--- src/rtl/llc_pkg.sv ---
package llc_pkg;
  typedef enum logic [2:0] {
    WK_IDLE,
    WK_DECODE,
    WK_PAIR,
    WK_FETCH,
    WK_NEXT
  } walk_st_t;

  localparam logic [31:0] CRC_POLY = 32'h04C1_1DB7;

  localparam logic [7:0] RG_VERSION = 8'h00;
  localparam logic [7:0] RG_INFO    = 8'h04;
  localparam logic [7:0] RG_LISTEN  = 8'h14;
  localparam logic [7:0] RG_RAMCFG  = 8'h18;
  localparam logic [7:0] RG_CFG     = 8'h1C;
  localparam logic [7:0] RG_TRIG    = 8'h20;
  localparam logic [7:0] RG_STATUS  = 8'h24;
  localparam logic [7:0] RG_FADDR   = 8'h28;
  localparam logic [7:0] RG_SADDR   = 8'h2C;
  localparam logic [7:0] RG_INTEN   = 8'h30;
  localparam logic [7:0] RG_INTST   = 8'h34;
endpackage

--- src/rtl/llc_ram.sv ---
module llc_ram #(
  parameter int WORDS = 64,
  localparam int AW = $clog2(WORDS)
) (
  input  logic          clk,
  input  logic          host_we,
  input  logic [AW-1:0] host_addr,
  input  logic [31:0]   host_wdata,
  output logic [31:0]   host_rdata,
  input  logic          eng_we,
  input  logic [AW-1:0] eng_waddr,
  input  logic [31:0]   eng_wdata,
  input  logic [AW-1:0] eng_raddr,
  output logic [31:0]   eng_rdata
);
  logic [31:0] mem_q [WORDS];

  always_ff @(posedge clk) begin
    if (eng_we) begin
      mem_q[eng_waddr] <= eng_wdata;
    end else if (host_we) begin
      mem_q[host_addr] <= host_wdata;
    end
  end

  assign host_rdata = mem_q[host_addr];
  assign eng_rdata  = mem_q[eng_raddr];
endmodule

--- src/rtl/llc_crc_step.sv ---
module llc_crc_step #(
  parameter logic [31:0] POLY = 32'h04C1_1DB7,
  parameter int          DW   = 32
) (
  input  logic [31:0]   crc_in,
  input  logic [DW-1:0] data,
  output logic [31:0]   crc_out
);
  logic [31:0] stage [DW+1];

  assign stage[0] = crc_in;
  for (genvar g = 0; g < DW; g++) begin : g_bit
    logic fb;
    assign fb = stage[g][31] ^ data[DW-1-g];
    assign stage[g+1] = {stage[g][30:0], 1'b0} ^ (fb ? POLY : 32'h0);
  end
  assign crc_out = stage[DW];
endmodule

--- src/rtl/llc_walker.sv ---
module llc_walker
  import llc_pkg::*;
#(
  parameter int WORDS = 64,
  parameter int OFF_W = 16,
  localparam int AW = $clog2(WORDS)
) (
  input  logic          clk,
  input  logic          rst_l,
  input  logic          start,
  input  logic          abort,
  input  logic          func_crc,
  input  logic          sink_sram,
  input  logic [AW:0]   wr_base,
  output logic [AW-1:0] lst_addr,
  input  logic [31:0]   lst_word,
  output logic          wr_en,
  output logic [AW-1:0] wr_addr,
  output logic [31:0]   wr_data,
  output logic          mem_req,
  output logic [31:0]   mem_addr,
  input  logic          mem_valid,
  input  logic [31:0]   mem_rdata,
  output logic          busy,
  output logic [31:0]   fetch_addr,
  output logic [AW:0]   wr_ptr,
  output logic          crc_done,
  output logic [31:0]   crc_val,
  output logic          ovf
);
  localparam logic [AW:0] END_IX = (AW+1)'(WORDS);

  walk_st_t         st_q, st_d;
  logic [AW:0]      lptr_q, lptr_d;
  logic [27:0]      base_q, base_d;
  logic [OFF_W-1:0] off_q, off_d;
  logic             half_q, half_d;
  logic [6:0]       len_q, len_d;
  logic [6:0]       idx_q, idx_d;
  logic [AW:0]      wptr_q, wptr_d;
  logic [31:0]      crc_q, crc_d;
  logic [31:0]      faddr_q, faddr_d;
  logic [31:0]      crc_nx;
  logic [15:0]      pair;
  logic [31:0]      word_ix;
  logic             done;
  logic             unused_bits;

  assign unused_bits = ^{lst_word[30:28], pair[15]};

  llc_crc_step #(.POLY(CRC_POLY), .DW(32)) u_crc (
    .crc_in (crc_q),
    .data   (mem_rdata),
    .crc_out(crc_nx)
  );

  assign pair     = half_q ? lst_word[31:16] : lst_word[15:0];
  assign word_ix  = 32'(off_q) + 32'(idx_q);
  assign mem_addr = {base_q, 4'h0} + {word_ix[29:0], 2'b00};
  assign mem_req  = (st_q == WK_FETCH);
  assign lst_addr = lptr_q[AW-1:0];
  assign wr_addr  = wptr_q[AW-1:0];
  assign wr_data  = mem_rdata;

  always_comb begin
    st_d    = st_q;
    lptr_d  = lptr_q;
    base_d  = base_q;
    off_d   = off_q;
    half_d  = half_q;
    len_d   = len_q;
    idx_d   = idx_q;
    wptr_d  = wptr_q;
    crc_d   = crc_q;
    faddr_d = faddr_q;
    wr_en   = 1'b0;
    done    = 1'b0;
    ovf     = 1'b0;
    case (st_q)
      WK_IDLE: begin
        if (start) begin
          st_d   = WK_DECODE;
          lptr_d = '0;
          base_d = '0;
          off_d  = '0;
          half_d = 1'b0;
          wptr_d = wr_base;
          crc_d  = '1;
        end
      end
      WK_DECODE: begin
        if (lptr_q == END_IX || lst_word == 32'h0) begin
          st_d = WK_IDLE;
          done = 1'b1;
        end else if (lst_word[31]) begin
          base_d = lst_word[27:0];
          off_d  = '0;
          lptr_d = lptr_q + 1'b1;
        end else begin
          half_d = 1'b0;
          st_d   = WK_PAIR;
        end
      end
      WK_PAIR: begin
        if (pair[14:8] == 7'd0) begin
          st_d = WK_NEXT;
        end else begin
          off_d = off_q + OFF_W'(pair[7:0]);
          len_d = pair[14:8];
          idx_d = '0;
          st_d  = WK_FETCH;
        end
      end
      WK_FETCH: begin
        faddr_d = mem_addr;
        if (mem_valid) begin
          if (func_crc) begin
            crc_d = crc_nx;
          end else if (sink_sram) begin
            if (wptr_q >= END_IX) begin
              ovf  = 1'b1;
              st_d = WK_IDLE;
            end else begin
              wr_en  = 1'b1;
              wptr_d = wptr_q + 1'b1;
            end
          end
          if (st_d == WK_FETCH) begin
            if (idx_q == len_q - 7'd1) begin
              st_d = WK_NEXT;
            end else begin
              idx_d = idx_q + 7'd1;
            end
          end
        end
      end
      WK_NEXT: begin
        if (!half_q) begin
          half_d = 1'b1;
          st_d   = WK_PAIR;
        end else begin
          half_d = 1'b0;
          lptr_d = lptr_q + 1'b1;
          st_d   = WK_DECODE;
        end
      end
      default: st_d = WK_IDLE;
    endcase
    if (abort && st_q != WK_IDLE) begin
      st_d  = WK_IDLE;
      wr_en = 1'b0;
      done  = 1'b0;
      ovf   = 1'b0;
    end
  end

  always_ff @(posedge clk or negedge rst_l) begin
    if (!rst_l) begin
      st_q    <= WK_IDLE;
      lptr_q  <= '0;
      base_q  <= '0;
      off_q   <= '0;
      half_q  <= 1'b0;
      len_q   <= '0;
      idx_q   <= '0;
      wptr_q  <= '0;
      crc_q   <= '1;
      faddr_q <= '0;
    end else begin
      st_q    <= st_d;
      lptr_q  <= lptr_d;
      base_q  <= base_d;
      off_q   <= off_d;
      half_q  <= half_d;
      len_q   <= len_d;
      idx_q   <= idx_d;
      wptr_q  <= wptr_d;
      crc_q   <= crc_d;
      faddr_q <= faddr_d;
    end
  end

  assign busy       = (st_q != WK_IDLE);
  assign fetch_addr = faddr_q;
  assign wr_ptr     = wptr_q;
  assign crc_done   = done && func_crc;
  assign crc_val    = crc_q;
endmodule

--- src/rtl/ll_capture_engine.sv ---
module ll_capture_engine
  import llc_pkg::*;
#(
  parameter int          RAM_WORDS  = 64,
  parameter int          OFF_W      = 16,
  parameter logic [31:0] HW_VERSION = 32'h0001_0200,
  localparam int         AW         = $clog2(RAM_WORDS)
) (
  input  logic          clk,
  input  logic          rst_n,
  input  logic          reg_wr_en,
  input  logic [7:0]    reg_addr,
  input  logic [31:0]   reg_wdata,
  output logic [31:0]   reg_rdata,
  input  logic          ram_wr_en,
  input  logic [AW-1:0] ram_addr,
  input  logic [31:0]   ram_wdata,
  output logic [31:0]   ram_rdata,
  output logic          mem_req,
  output logic [31:0]   mem_addr,
  input  logic          mem_valid,
  input  logic [31:0]   mem_rdata,
  output logic          irq
);
  logic [1:0]    rst_sync;
  logic          rst_l;

  logic          list_en_q, list_en_d;
  logic [AW:0]   ram_cfg_q, ram_cfg_d;
  logic          func_q, func_d;
  logic          sink_q, sink_d;
  logic          int_en_q, int_en_d;
  logic          int_st_q, int_st_d;
  logic [31:0]   ref_q, ref_d;
  logic          ref_vld_q, ref_vld_d;
  logic          mism_q, mism_d;

  logic          busy, start, trig_wr, crc_done, ovf;
  logic [31:0]   crc_val, fetch_addr;
  logic [AW:0]   wr_ptr;
  logic          eng_we;
  logic [AW-1:0] eng_waddr, lst_addr;
  logic [31:0]   eng_wdata, lst_word;
  logic          unused_wd;

  assign unused_wd = ^reg_wdata[31:AW+1];

  always_ff @(posedge clk or negedge rst_n) begin
    if (!rst_n) begin
      rst_sync <= 2'b00;
    end else begin
      rst_sync <= {rst_sync[0], 1'b1};
    end
  end
  assign rst_l = rst_sync[1];

  assign trig_wr = reg_wr_en && (reg_addr == RG_TRIG) && reg_wdata[0];
  assign start   = trig_wr && list_en_q && !busy;

  llc_ram #(.WORDS(RAM_WORDS)) u_ram (
    .clk       (clk),
    .host_we   (ram_wr_en && !busy),
    .host_addr (ram_addr),
    .host_wdata(ram_wdata),
    .host_rdata(ram_rdata),
    .eng_we    (eng_we),
    .eng_waddr (eng_waddr),
    .eng_wdata (eng_wdata),
    .eng_raddr (lst_addr),
    .eng_rdata (lst_word)
  );

  llc_walker #(.WORDS(RAM_WORDS), .OFF_W(OFF_W)) u_walk (
    .clk       (clk),
    .rst_l     (rst_l),
    .start     (start),
    .abort     (!list_en_q),
    .func_crc  (func_q),
    .sink_sram (sink_q),
    .wr_base   (ram_cfg_q),
    .lst_addr  (lst_addr),
    .lst_word  (lst_word),
    .wr_en     (eng_we),
    .wr_addr   (eng_waddr),
    .wr_data   (eng_wdata),
    .mem_req   (mem_req),
    .mem_addr  (mem_addr),
    .mem_valid (mem_valid),
    .mem_rdata (mem_rdata),
    .busy      (busy),
    .fetch_addr(fetch_addr),
    .wr_ptr    (wr_ptr),
    .crc_done  (crc_done),
    .crc_val   (crc_val),
    .ovf       (ovf)
  );

  always_comb begin
    list_en_d = list_en_q;
    ram_cfg_d = ram_cfg_q;
    func_d    = func_q;
    sink_d    = sink_q;
    int_en_d  = int_en_q;
    int_st_d  = int_st_q;
    ref_d     = ref_q;
    ref_vld_d = ref_vld_q;
    mism_d    = mism_q;
    if (reg_wr_en) begin
      case (reg_addr)
        RG_LISTEN: begin
          list_en_d = reg_wdata[0];
          if (reg_wdata[0] && !list_en_q) begin
            ref_vld_d = 1'b0;
            mism_d    = 1'b0;
          end
        end
        RG_RAMCFG: if (!busy) ram_cfg_d = reg_wdata[AW:0];
        RG_CFG: begin
          if (!busy) begin
            func_d = reg_wdata[0];
            sink_d = reg_wdata[4];
          end
        end
        RG_INTEN: int_en_d = reg_wdata[0];
        RG_INTST: int_st_d = int_st_q & reg_wdata[0];
        default: ;
      endcase
    end
    if (ovf) int_st_d = 1'b1;
    if (crc_done) begin
      if (!ref_vld_q) begin
        ref_d     = crc_val;
        ref_vld_d = 1'b1;
      end else if (crc_val != ref_q) begin
        mism_d = 1'b1;
      end
    end
  end

  always_ff @(posedge clk or negedge rst_l) begin
    if (!rst_l) begin
      list_en_q <= 1'b0;
      ram_cfg_q <= '0;
      func_q    <= 1'b0;
      sink_q    <= 1'b1;
      int_en_q  <= 1'b0;
      int_st_q  <= 1'b0;
      ref_q     <= '0;
      ref_vld_q <= 1'b0;
      mism_q    <= 1'b0;
    end else begin
      list_en_q <= list_en_d;
      ram_cfg_q <= ram_cfg_d;
      func_q    <= func_d;
      sink_q    <= sink_d;
      int_en_q  <= int_en_d;
      int_st_q  <= int_st_d;
      ref_q     <= ref_d;
      ref_vld_q <= ref_vld_d;
      mism_q    <= mism_d;
    end
  end

  always_comb begin
    reg_rdata = 32'h0;
    case (reg_addr)
      RG_VERSION: reg_rdata = HW_VERSION;
      RG_INFO:    reg_rdata = 32'(RAM_WORDS);
      RG_LISTEN:  reg_rdata = {31'h0, list_en_q};
      RG_RAMCFG:  reg_rdata = 32'(ram_cfg_q);
      RG_CFG:     reg_rdata = {27'h0, sink_q, 3'h0, func_q};
      RG_STATUS:  reg_rdata = {27'h0, !busy, 3'h0, mism_q};
      RG_FADDR:   reg_rdata = fetch_addr;
      RG_SADDR:   reg_rdata = 32'(wr_ptr);
      RG_INTEN:   reg_rdata = {31'h0, int_en_q};
      RG_INTST:   reg_rdata = {31'h0, int_st_q};
      default:    reg_rdata = 32'h0;
    endcase
  end

  assign irq = int_en_q && int_st_q;
endmodule

--- config.mk ---
export PLATFORM = sky130hd
export DESIGN_NAME = ll_capture_engine
export DESIGN_NICKNAME = d
export VERILOG_FILES = /design/src/rtl/llc_pkg.sv /design/src/rtl/llc_ram.sv /design/src/rtl/llc_crc_step.sv /design/src/rtl/llc_walker.sv /design/src/rtl/ll_capture_engine.sv
export SDC_FILE = /design/constraint.sdc
export NUM_CORES = 2
export LEC_CHECK = 0
export BUFFER_PORTS_ARGS = -buffer_cell sky130_fd_sc_hd__clkbuf_2
export CAP_MARGIN = 20
export CORE_MARGIN = 2
export CORE_UTILIZATION = 57
export DETAILED_ROUTE_END_ITERATION = 12
export PLACE_DENSITY = 0.77
export RECOVER_POWER = 50
export SETUP_SLACK_MARGIN = 0.4
export SLEW_MARGIN = 20
export SYNTH_ARGS = -nofsm -noshare
export SYNTH_HDL_FRONTEND = slang
export SYNTH_SLANG_ARGS = --single-unit
export TNS_END_PERCENT = 30
--- constraint.sdc ---
create_clock -name clk -period 5.95 [get_ports clk]
set_clock_uncertainty 0.05 [all_clocks]
set_input_delay 0 -clock clk [delete_from_list [all_inputs] [get_ports clk]]
set_output_delay 0 -clock clk [all_outputs]
set_load 0.05 [all_outputs]
Word level (Yosys, flattened, before mapping)
Memories as Yosys holds them, arrays and structs flattened.
Index checks and enable logic that the tools add are counted.
{"block": "totals", "mem_bits_rw": 2048, "memories": 1, "elab_cells": 291, "input_bits": 115, "out_inout_bits": 98, "ff_bits": 188}
{"block": "classes", "eq_ne": 34, "n_mux": 120, "n_reduce_logical": 40, "magnitude_cmp": 1, "addsub": 7, "n_bitwise": 68}
{"memory": "u_ram.mem_q", "words": 64, "width": 32, "read_ports": 2, "rd_ports_with_merged_regs": 0, "wr": 1, "line_no": "llc_ram.sv:16", "text": "logic [31:0] mem_q [WORDS];"}
{"cell": "32-bit by 27-bit bitwise XOR with 32-bit output", "n": 32}
{"cell": "27-bit two-way mux", "n": 32}
{"cell": "32-bit case mux with 10 select lines", "n": 1}
{"cell": "32-bit two-way mux", "n": 4}
{"cell": "7-bit two-way mux", "n": 13}
{"cell": "28-bit two-way mux", "n": 3}
{"cell": "16-bit two-way mux", "n": 4}
{"cell": "32-bit case mux with 2 select lines", "n": 1}
{"cell": "28-bit case mux with 2 select lines", "n": 1}
{"cell": "8-bit by 6-bit equality test with 1-bit output, second input constant", "n": 6}
{"cell": "16-bit case mux with 3 select lines", "n": 1}
{"cell": "1-bit two-way mux", "n": 39}
{"cell": "3-bit two-way mux", "n": 13}
{"cell": "32-bit adder", "n": 1}
{"cell": "32-bit zero test", "n": 1}
{"cell": "32-bit != test", "n": 1}
{"cell": "32-bit OR reduction", "n": 1}
{"cell": "1-bit bitwise XOR", "n": 32}
{"cell": "7-bit case mux with 2 select lines", "n": 2}
{"cell": "8-bit by 5-bit equality test with 1-bit output, second input constant", "n": 3}
{"cell": "7-bit by 1-bit adder with 7-bit output, second input constant", "n": 3}
{"cell": "7-bit case mux with 3 select lines", "n": 1}
{"cell": "16-bit by 7-bit adder with 17-bit output", "n": 1}
{"cell": "16-bit by 8-bit adder with 16-bit output", "n": 1}
{"cell": "other kinds (33)", "n": 73}

Logic depth before layout (Yosys ltp)
{"block": "depth", "word_depth": 99, "mapped_depth": 23, "ltp_nobuf": 19}

Hierarchy
From an unflattened synthesis, not the netlist that was laid out.
{"block": "unflattened", "cells_unflattened": 5968, "area_unflattened_um2": 108004.8}
{"module": "llc_ram", "instances": 1, "area_each_um2": 93693.6, "seq_area_each_um2": 61499.0, "cells_each": 4567}
{"module": "llc_walker", "instances": 1, "area_each_um2": 8309.2, "seq_area_each_um2": 3493.4, "cells_each": 894}
{"module": "llc_crc_step", "instances": 1, "area_each_um2": 3278.1, "seq_area_each_um2": 0.0, "cells_each": 272}
{"module": "ll_capture_engine", "instances": 1, "area_each_um2": 2723.9, "seq_area_each_um2": 1202.4, "cells_each": 235}

Least setup slack after synthesis
Ideal clock, no wire load.
{"block": "synth_timing", "kind": "flip-flop to flip-flop", "startpoint": "register u_walk.lptr_q[0]", "endpoint": "register u_walk.off_q[9]", "setup_ns": 0.131, "stages_incl_launch_ff": 22, "arrival_time_ns": 5.147, "required_ns": 5.769, "slack_ns": 0.621, "n_path_buf": 6, "period_less_slack_ns": 5.329, "path_cell_list": "dfrtp_1 > clkbuf_1 > buf_6 > buf_4 > buf_2 > buf_2 > buf_2 > mux4_2 > mux4_2 > mux4_2 > mux2_2 > ha_1 > a21oi_1 > o21bai_1 > a21oi_1 > o21bai_1 > a21oi_1 > nor2b_1 > nor2_1 > nand3b_1 > xor2_1 > nor2_1"}
{"block": "synth_via", "elab_chain_len": 5}
{"element": "start: declaration", "line_no": "llc_walker.sv:34", "text": "logic [AW:0] lptr_q, lptr_d;"}
{"element": "start signal: assignment", "line_no": "llc_walker.sv:171", "text": "lptr_q <= lptr_d;"}
{"element": "memory 64 x 32 bit"}
{"element": "15-bit two-way mux or 32-bit zero test (tied branches)", "line_no": "llc_walker.sv:57, llc_walker.sv:92"}
{"element": "16-bit by 8-bit adder with 16-bit output, or another cell as far along", "line_no": "llc_walker.sv:108", "text": "off_d = off_q + OFF_W'(pair[7:0]);"}
{"element": "16-bit two-way mux or 2-bit != test (tied branches)"}
{"element": "16-bit case mux with 3 select lines or 5-bit AND reduction (tied branches)"}
{"element": "end signal: assignment", "line_no": "llc_walker.sv:162", "text": "off_q <= '0;"}
{"element": "end signal: assignment", "line_no": "llc_walker.sv:173", "text": "off_q <= off_d;"}
{"element": "end: declaration", "line_no": "llc_walker.sv:36", "text": "logic [OFF_W-1:0] off_q, off_d;"}
Several ways; a longest one is shown, not always the timed one. The select of a mux whose other input is x is not followed.
A chain may end at the register's enable or synchronous reset.

Final worst setup path
Same ends and word-level chain as after synthesis.

==> results.md <==
* Status: complete, but fails checks
* Failing checks: max-capacitance violations, max-slew violations
* Max Cap Viol at 19
* Critical Path RT at 6.64 ns
* Critical Path Start Type: flip-flop
* WP buf/inv at 2
* Inst Count DP at 7908
* Vias in the first global route at 62800
* Worst-path fanout max at 14
* Final WL at 347000 um
* Post-Syn Area at 0.107 mm2
* DP HPWL at 198000 um
* Final-report setup violation count at 0
* Power, Total at 42.6 mW
* Worst-path clk slew at 0.06 ns
* Pwr dens at 352 mW/mm2
* Ys async rst share at 0.0833
* Static Leakage at 39.3 nW
* Gr ovfl total at 0
* DR iter-0 viols at 12000
* Initial Util at 0.573
* Gr usage total at 0.364
* Core Util, Final at 0.646
* Main combinational cell family by area after synthesis: multiplexers
* Die Y at 438 um
* Post-synth EDFFs at 2048
* Sequential power share at 0.410
* Initial antenna violation count at 15
* Worst slew margin at -1.01
* CP endpoint kind: flip-flop
* Vias at 63900
* Final hold vios at 0
* Net Sw Frac at 0.288
* Fraction of layout cells with a size suffix above 1 at 0.377
* Multiplexer share of the synthesized area at 0.290
* Slew at the pin closest to its max-slew limit at 3.02 ns
* Die Wd at 438 um
* Clock power share at 0.334
* Switching pwr at 12.3 mW
* DR vias/cell at 7.61
* Critical Path Max Stage Delay at 0.70 ns
* Rows at 159
* Final Max Slew Viols at 1146
* TritonRoute pass-1 iters at 8
* RSZ-0062 raised after global routing: yes
* Clock tree from TritonCTS: done
* Crit Path Category: flip-flop to flip-flop
* Filler instances at 12100
* I/O pins at 213
* Mapped Cells at 5366
* Yosys reg bits at 2234
* Post-synthesis sequential area ratio at 0.617
* Critical-path cell list: buf_12, buf_4, mux4_2, mux4_2, mux4_2, mux2_2, ha_1, a21o_1, a21oi_1, o21bai_1, a21oi_1, o21bai_1, a21oi_1, nor2b_1, nor2_1, nand3b_1, xor2_1, nor2_1
* DRC viols at 0
* CTS Buffer Depth at 3
* Warning count from the yosys run at 0
* Slowest cell on crit path: mux4_2
* Synth Area in XOR/XNOR at 0.0319
* Clock root buffer: clkbuf_16
* Max Fclk at 185 MHz
* Min cycle time layout at 5.41 ns
* Non-filler cells, final at 8393
* H-tree depth at 4
* Peak supply drop at 0.000969 V
* Compound-Gate Fraction of Synth Area at 0.0142
* Worst EP arrival at 6.10 ns
* Final Cycle Share at 0.908
* Combinational power share at 0.257
* DR WL/cell at 41.4 um
* Synth-to-layout area growth at 12.8%
* Final nets at 5861
* P_int at 30.3 mW
* Die ar. at 0.192 mm2
* Cell variety after synth at 79
* Num CTS Buffers at 219
* Hold slack at 0.0882 ns
* GP Congestion at 0.903
* Pin count of the biggest net entering global routing at 162
* Simple-gate share of the synthesized area at 0.0272
* Sum Neg Setup Slack at 0 ns
* IO Port Bufs at 185
* Main flop type after synthesis: edfxtp_1
* Global-route wire length before repair at 483000 um
* Clock Sinks at 2234
* HP Class: primary input to flip-flop
* Core Box Area at 0.187 mm2
* Adder-cell share of the synthesized area at 0.00473
* Routed Antenna Nets at 0
* CP delay by family, top: multiplexers
* Mean post-synth cell area at 20.0 um2
* Clock Latency Late Sink at 0.90 ns
kinds of logic (layout without fill, tap and decap cells):
group | count (synthesis) | count (layout)
flip-flops | 2234 | 2234
multiplexers | 1426 | 1426
AND/OR/NAND/NOR | 649 | 649
buffers and inverters | 409 | 937
XOR/XNOR | 359 | 359
AO/OA/AOI/OAI | 248 | 248
adder cells (fa/ha/maj) | 39 | 39
other | 2 | 6
final cells by class:
class / count / area [um2] / area share
clock buffer: 259 / 5680 / 0.0469
sequential: 2234 / 66200 / 0.547
multi-input combinational: 2724 / 40000 / 0.330
inverter: 40 / 151 / 0.00125
antenna: 3 / 7.51 / 0.0000620
timing repair buffer: 489 / 4310 / 0.0356
clock inverter: 149 / 1590 / 0.0131
tap: 2495 / 3120 / 0.0258
cell usage in the layout, fill, tap and decap left out, drive strengths merged, types with 13 or more instances in the layout:
| cell | n |
|---|---|
| edfxtp | 2048 |
| mux4 | 1337 |
| clkbuf | 465 |
| nand2 | 287 |
| xnor2 | 238 |
| buf | 216 |
| dfrtp | 153 |
| nor2 | 149 |
| xor2 | 110 |
| clkinv | 110 |
| o21ai | 88 |
| dlygate4sd3 | 67 |
| a21oi | 65 |
| mux2 | 63 |
| inv | 42 |
| nand3 | 41 |
| ha | 35 |
| dfstp | 33 |
| nor3 | 33 |
| and2 | 30 |
| nor4 | 29 |
| bufinv | 28 |
| mux2i | 26 |
| and3 | 19 |
| o31ai | 18 |
| nand4 | 14 |
| o21bai | 13 |
state kept, by name, summed over array words and instances (netlist names):
signal	flops
u_ram.mem_q	2048
ref_q	32
u_walk.crc_val	32
u_walk.fetch_addr	30
u_walk.base_q	28
u_walk.off_q	16
ram_cfg_q	7
u_walk.idx_q	7
u_walk.len_q	7
u_walk.lptr_q	7
u_walk.wr_ptr	7
u_walk.st_q	3
rst_sync	2
func_q	1
int_en_q	1
int_st_q	1
list_en_q	1
mism_q	1
ref_vld_q	1
sink_q	1
u_walk.half_q	1
worst reg2reg max path, stage by stage, from the launching register on:
cell	delay, ns
dfrtp_4	0.42
buf_12	0.21
buf_4	0.34
mux4_2	0.58
mux4_2	0.49
mux4_2	0.70
mux2_2	0.40
ha_1	0.28
a21o_1	0.16
a21oi_1	0.22
o21bai_1	0.09
a21oi_1	0.29
o21bai_1	0.12
a21oi_1	0.25
nor2b_1	0.07
nor2_1	0.21
nand3b_1	0.16
xor2_1	0.15
nor2_1	0.06
synth_stat cells (50+ instances only):
| master | n | area share |
|---|---|---|
| a21oi_1 | 65 | 0.0030 |
| buf_1 | 68 | 0.0024 |
| buf_2 | 50 | 0.0023 |
| clkbuf_1 | 236 | 0.0083 |
| dfrtp_1 | 153 | 0.036 |
| edfxtp_1 | 2048 | 0.57 |
| mux2_2 | 56 | 0.0059 |
| mux4_2 | 1337 | 0.28 |
| nand2_1 | 287 | 0.010 |
| nor2_1 | 149 | 0.0052 |
| o21ai_0 | 85 | 0.0040 |
| xnor2_1 | 223 | 0.018 |
| xor2_1 | 110 | 0.0090 |
per-stage QoR:
stage,worst slack (ns),cell area (um2)
CTS,0.321,121000
floorplan,0.621,107000
global route,0.220,121000
finish,0.545,121000
detailed placement,0.218,113000
global placement,0.194,113000
layer usage:
metal  share of wire  GRT usage
met1            0.32      0.475
met2            0.45      0.537
met3            0.16      0.136
met4           0.065      0.193
met5          0.0010    0.00794
path summary, 6_finish.rpt:
kind | from | end | slack, ns | depth (start not counted)
hold / removal | mem_valid | u_walk.idx_q[0] | 0.09 | 4
setup reg to reg | u_walk.lptr_q[0] | u_walk.off_q[9] | 0.54 | 18
max in group asynchronous | rst_sync[1] | u_walk.lptr_q[1] | 3.91 | 1
setup / recovery | u_walk.lptr_q[0] | u_walk.off_q[9] | 0.54 | 18
min in group asynchronous | rst_sync[1] | ref_q[10] | 0.38 | 0
hold reg to reg | rst_sync[0] | rst_sync[1] | 0.31 | 0
power by group through the flow:
stage / registers (mW) / logic [mW] / clock network, mW
floorplan: 17.8 / 7.85 / 0
detailed placement: 17.8 / 10.7 / 0
global placement: 17.8 / 10.6 / 0
CTS: 17.4 / 10.8 / 14.2
global route: 17.5 / 11.5 / 14.8
finish: 17.5 / 10.9 / 14.2
repair_timing:
action | 4_1_cts | 5_1_grt
hold buffers | 66 | 1
gates resized for setup | 11 | 29
endpoints found under the hold margin | 1030 | 40
buffers inserted | 4 | 1
pin swaps | 0 | 1
endpoints found under the setup margin | 80 | 83
(Power assumes the default switching activity.)
